===== src/rtl/irq_seq_pkg.sv =====
package irq_seq_pkg;

  typedef enum logic [1:0] {
    ST_IDLE = 2'd0,
    ST_ARM  = 2'd1,
    ST_ACK1 = 2'd2,
    ST_ACK2 = 2'd3
  } seqState_t;

  // strobes from control to datapath
  typedef struct packed {
    logic loadNmi;
    logic loadBus;
  } vecStrobe_t;

endpackage


===== src/rtl/irq_seq_ctrl.sv =====
module irq_seq_ctrl
  import irq_seq_pkg::*;
(
  input  logic       clk,
  input  logic       cpuReset,
  input  logic       intrReq,
  input  logic       nmiReq,
  input  logic       ifEnable,
  input  logic       iretDone,
  input  logic       ackDone,
  output logic       ackReq,
  output logic       ackSecond,
  output vecStrobe_t strobe
);

  seqState_t state, stateNext;
  logic nmiPrev;
  logic nmiPending;
  logic nmiLock;
  logic nmiEdge;
  logic nmiBlocked;
  logic takeNmi;

  assign nmiEdge    = nmiReq & ~nmiPrev;
  // lock release is visible in the same cycle as the return strobe
  assign nmiBlocked = nmiLock & ~iretDone;
  assign takeNmi    = (state == ST_IDLE) & nmiPending & ~nmiBlocked;

  always_comb begin
    stateNext = state;
    unique case (state)
      ST_IDLE: if (!takeNmi && intrReq && ifEnable) stateNext = ST_ARM;
      ST_ARM:  stateNext = intrReq ? ST_ACK1 : ST_IDLE;
      ST_ACK1: if (ackDone) stateNext = ST_ACK2;
      ST_ACK2: if (ackDone) stateNext = ST_IDLE;
      default: stateNext = ST_IDLE;
    endcase
  end

  always_ff @(posedge clk) begin
    if (cpuReset) begin
      state      <= ST_IDLE;
      nmiPrev    <= nmiReq;  // a level held through reset is no edge
      nmiPending <= 1'b0;
      nmiLock    <= 1'b0;
    end else begin
      state   <= stateNext;
      nmiPrev <= nmiReq;
      if (takeNmi)      nmiPending <= nmiEdge;
      else if (nmiEdge) nmiPending <= 1'b1;
      if (takeNmi)       nmiLock <= 1'b1;
      else if (iretDone) nmiLock <= 1'b0;
    end
  end

  assign ackReq         = (state == ST_ACK1) | (state == ST_ACK2);
  assign ackSecond      = (state == ST_ACK2);
  assign strobe.loadNmi = takeNmi;
  assign strobe.loadBus = (state == ST_ACK2) & ackDone;

  AST_MASKED_STAYS_IDLE: assert property (@(posedge clk) disable iff (cpuReset)
    (state == ST_IDLE && !ifEnable && !nmiPending) |=> (state == ST_IDLE));

  AST_SECOND_FOLLOWS_FIRST: assert property (@(posedge clk) disable iff (cpuReset)
    $rose(ackSecond) |-> $past(ackReq && !ackSecond && ackDone));

  AST_NO_NMI_WHILE_LOCKED: assert property (@(posedge clk) disable iff (cpuReset)
    strobe.loadNmi |-> !(nmiLock && !iretDone));

  AST_NMI_BEFORE_INTR: assert property (@(posedge clk) disable iff (cpuReset)
    (state == ST_IDLE && nmiPending && !nmiBlocked) |=> (state == ST_IDLE));

  AST_CANCEL_NO_ACK: assert property (@(posedge clk) disable iff (cpuReset)
    (state == ST_ARM && !intrReq) |=> !ackReq);

endmodule


===== src/rtl/irq_seq_datapath.sv =====
module irq_seq_datapath
  import irq_seq_pkg::*;
#(
  parameter int VEC_W   = 8,
  parameter int NMI_VEC = 2
) (
  input  logic             clk,
  input  logic             cpuReset,
  input  vecStrobe_t       strobe,
  input  logic [VEC_W-1:0] dataLow,
  output logic [VEC_W-1:0] vecOut,
  output logic             vecValid
);

  localparam logic [VEC_W-1:0] NMI_CODE = VEC_W'(NMI_VEC);

  always_ff @(posedge clk) begin
    if (cpuReset) begin
      vecOut   <= '0;
      vecValid <= 1'b0;
    end else begin
      vecValid <= strobe.loadNmi | strobe.loadBus;
      if (strobe.loadNmi)      vecOut <= NMI_CODE;
      else if (strobe.loadBus) vecOut <= dataLow;
    end
  end

  AST_ONE_SOURCE: assert property (@(posedge clk) disable iff (cpuReset)
    !(strobe.loadNmi && strobe.loadBus));

  AST_NMI_CODE: assert property (@(posedge clk) disable iff (cpuReset)
    strobe.loadNmi |=> (vecValid && vecOut == NMI_CODE));

  AST_BUS_CAPTURE: assert property (@(posedge clk) disable iff (cpuReset)
    strobe.loadBus |=> (vecValid && vecOut == $past(dataLow)));

endmodule


===== src/rtl/irq_ack_sequencer.sv =====
module irq_ack_sequencer
  import irq_seq_pkg::*;
#(
  parameter int VEC_W   = 8,
  parameter int NMI_VEC = 2
) (
  input  logic             clk,
  input  logic             cpuReset,
  input  logic             intrReq,
  input  logic             nmiReq,
  input  logic             ifEnable,
  input  logic             iretDone,
  output logic             ackReq,
  output logic             ackSecond,
  input  logic             ackDone,
  input  logic [VEC_W-1:0] dataLow,
  output logic [VEC_W-1:0] vecOut,
  output logic             vecValid
);

  vecStrobe_t strobe;

  irq_seq_ctrl u_ctrl (
    .clk       (clk),
    .cpuReset  (cpuReset),
    .intrReq   (intrReq),
    .nmiReq    (nmiReq),
    .ifEnable  (ifEnable),
    .iretDone  (iretDone),
    .ackDone   (ackDone),
    .ackReq    (ackReq),
    .ackSecond (ackSecond),
    .strobe    (strobe)
  );

  irq_seq_datapath #(.VEC_W(VEC_W), .NMI_VEC(NMI_VEC)) u_dp (
    .clk      (clk),
    .cpuReset (cpuReset),
    .strobe   (strobe),
    .dataLow  (dataLow),
    .vecOut   (vecOut),
    .vecValid (vecValid)
  );

endmodule


===== config.mk =====
export PLATFORM = sky130hd
export DESIGN_NAME = irq_ack_sequencer
export DESIGN_NICKNAME = d
export VERILOG_FILES = /design/src/rtl/irq_seq_pkg.sv /design/src/rtl/irq_seq_ctrl.sv /design/src/rtl/irq_seq_datapath.sv /design/src/rtl/irq_ack_sequencer.sv
export SDC_FILE = /design/constraint.sdc
export NUM_CORES = 1
export LEC_CHECK = 0
export CAP_MARGIN = 15
export CORE_MARGIN = 1.5
export CORE_UTILIZATION = 41
export CTS_BUF_LIST = sky130_fd_sc_hd__clkbuf_8
export DETAILED_ROUTE_END_ITERATION = 10
export GPL_TIMING_DRIVEN = 0
export PLACE_DENSITY = 0.88
export SLEW_MARGIN = 0
export SYNTH_ARGS = -nofsm -noshare
export SYNTH_HDL_FRONTEND = slang
export SYNTH_SLANG_ARGS = --single-unit

===== constraint.sdc =====
create_clock -name clk -period 1.4 [get_ports clk]
set_clock_uncertainty 0.05 [all_clocks]
set_input_delay 0.21 -clock clk [delete_from_list [all_inputs] [get_ports clk]]
set_output_delay 0.21 -clock clk [all_outputs]
set_load 0.03 [all_outputs]

==> metrics.cfg <==
[pwr]
power_frac_seq=0.488
total_power_mw=0.856
p_clk_frac=0.380
ir_worst_vdd_v=0.000710
cellLeakagePower_nw=0.358
swShare=0.224
pwr-share-comb=0.131
powerDensity_nw_per_um2=1020
switchingPower_mw=0.192
intPower_mw=0.664

[critical_path]
cp_slowest_cell=or3b_4
path_class=reg2reg
required_ps=1470
timing.rr.end=u_dp.vecOut[5]
r2r_slack_ps=50
cp_top_family=simple AND/OR/NAND/NOR gates
cp_cell_sequence=buf_2, or3b_4, o21ai_4, a21oi_1
ff2ff_path_depth=4
cp.arrival_ps=1420
end_kind=register
cp_num_buf_inv=1
path_max_fanout=9
worstSetupStartpointType=register
max_stage_delay_ps=400

[floorplanning]
coreArea_um2=1280
rows=13
die_w_um=39.7
dieHeight_um=39.7
dieArea_um2=1580
initial_core_util=0.430
num_io_pins=26

[cts]
root_buffer=clkbuf_8
clkLatencyLatePin_ps=250
numCtsBuffers=3
h-tree-depth=1
clk_pin_slew_ps=60
cts_tree=built
cts_max_path_buffers=2
cts.sinks=14

[layout]
drive_gt1_frac=0.118
num_antenna_cells=0
utilization=0.655
num-nets-final=110
area_growth_pct=52.3
fin_area_um2=842
fin_cells=108

[logic_synthesis]
synth_cells=65
synth_area_leaders=dfxtp_1 (51%), nand2_1 (13%), a21oi_1 (10%)
syn_nets=80
syn_area_um2=553
ys_seq_area_frac=0.507
netlist.area_leader.share=0.507
synth.distinct_cells=21
yosysTopAreaCell=dfxtp_1
synth_area_per_cell_um2=8.51
ys_ff_latch=14
yosys_warnings=0

[timing]
worst_slack_ps=54.0
finalSetupViolations=0
period_needed_ps=1350
fmaxAchievable_mhz=743
grt_setup_unrepaired=no
finalSetupTns_ps=0
period_share=0.961
whs_ps=383
finalHoldViolCount=0
worstMarginPinSlew_ps=342
slew_violations=0
relSlewSlack=0.771

[global_routing]
antenna_found_initial=0
grt_use_total=0.181
grt_pass1_vias=383
grt_max_degree=10
grt_pass1_wl_um=1670
grt_overflow=0

[drt]
dr.pass1.iters=3
vias=519
drc_errors=0
via_per_inst=4.81
postRouteAntennaNets=0
wl_per_cell_um=11.1
dr.first_iter.drc_count=3
drt_wl_total_um=1200

[place]
place.detailed.hpwl_um=880
placed_cell_area_um2=822
pre_cts_slack_ps=-109
port_buffers=25
routabilityCongestion=0.698
dp.cells=105

[min_path]
hp-start=nmiReq
whs_path_depth=1
hold_path_end=u_ctrl.nmiPrev
min_path_type=in2reg

[status]
outcome=finished clean

[job]
cap_violations=0

-- what timing repair did --
item	in CTS	in global routing
hold buffers	0	0
endpoints found under the setup margin	11	1
setup buffers	0	0
gates resized for setup	17	2
-- layout by cell type (no fill, tap or decap), drive strengths merged, types with 2 or more instances in the layout --
cell type      synthesis  layout
a21oi                 11      11
buf                    3       5
clkbuf                 1       4
clkdlybuf4s50          0      14
dfxtp                 14      14
dlygate4sd2            0       9
inv                    2       2
nand2                 19      19
nand3                  2       2
-- cells in the mapped netlist, drive strengths merged --
cell / count
a21oi: 11
a31o: 1
a31oi: 1
and2: 1
and3: 1
buf: 3
clkbuf: 1
dfxtp: 14
inv: 2
nand2: 19
nand2b: 1
nand3: 2
nand3b: 1
nor2: 1
nor2b: 1
nor3b: 1
o2111ai: 1
o21ai: 1
or3b: 1
xor2: 1
-- logic make-up (layout without fill, tap and decap cells) --
kind of cell	after synthesis	count (layout)	share of synthesized area
xor+xnor	1	1	0.0158
buf+inv	6	34	0.0588
simple gates	29	29	0.247
flops	14	14	0.507
compound gates	15	15	0.172
-- flip-flops by register name, indices dropped and copies added, names as in the netlist, named ones only --
signal,flops
u_dp.vecOut,8
u_ctrl.nmiLock,1
u_ctrl.nmiPending,1
u_ctrl.nmiPrev,1
u_ctrl.state,1
u_dp.vecValid,1
-- worst max-delay path by stage --
stage | cells after the start | slack [ps] | end
after floorplan | 4 | 190 | u_dp.vecOut[0]
after global placement | 3 | -90 | ackSecond
after detailed placement | 3 | -110 | ackSecond
after CTS | 3 | 20 | ackReq
after global routing | 4 | 10 | u_dp.vecOut[0]
final | 4 | 50 | u_dp.vecOut[5]
-- layout make-up --
type | count | area, um2
Buffer | 4 | 25.0
Clock buffer | 3 | 41.3
Fill cell | 117 | 443
Inverter | 2 | 7.51
Multi-Input combinational cell | 45 | 240
Sequential cell | 14 | 280
Tap cell | 15 | 18.8
Timing Repair Buffer | 25 | 229
-- worst reg2reg max path, stage by stage (launching register included) --
cell and delay, ps:
dfxtp_1 300, buf_2 160, or3b_4 400, o21ai_4 240, a21oi_1 80
-- metal layers --
| layer | track usage | routed length (um) | vias to the layer above |
|---|---|---|---|
| met5 | 0 | 0 | - |
| met4 | 0.155 | 42 | 0 |
| met3 | 0.102 | 73 | 4 |
| met2 | 0.254 | 590 | 14 |
| met1 | 0.190 | 496 | 228 |
| li1 | - | - | 273 |
-- power by group through the flow --
stage	logic (mW)	clock network [mW]	registers [mW]
global route	0.121	0.355	0.420
finish	0.112	0.326	0.418
global placement	0.114	0	0.425
detailed placement	0.117	0	0.426
CTS	0.113	0.338	0.418
floorplan	0.0453	0	0.434
No activity file was read; power rests on OpenSTA's default activity.
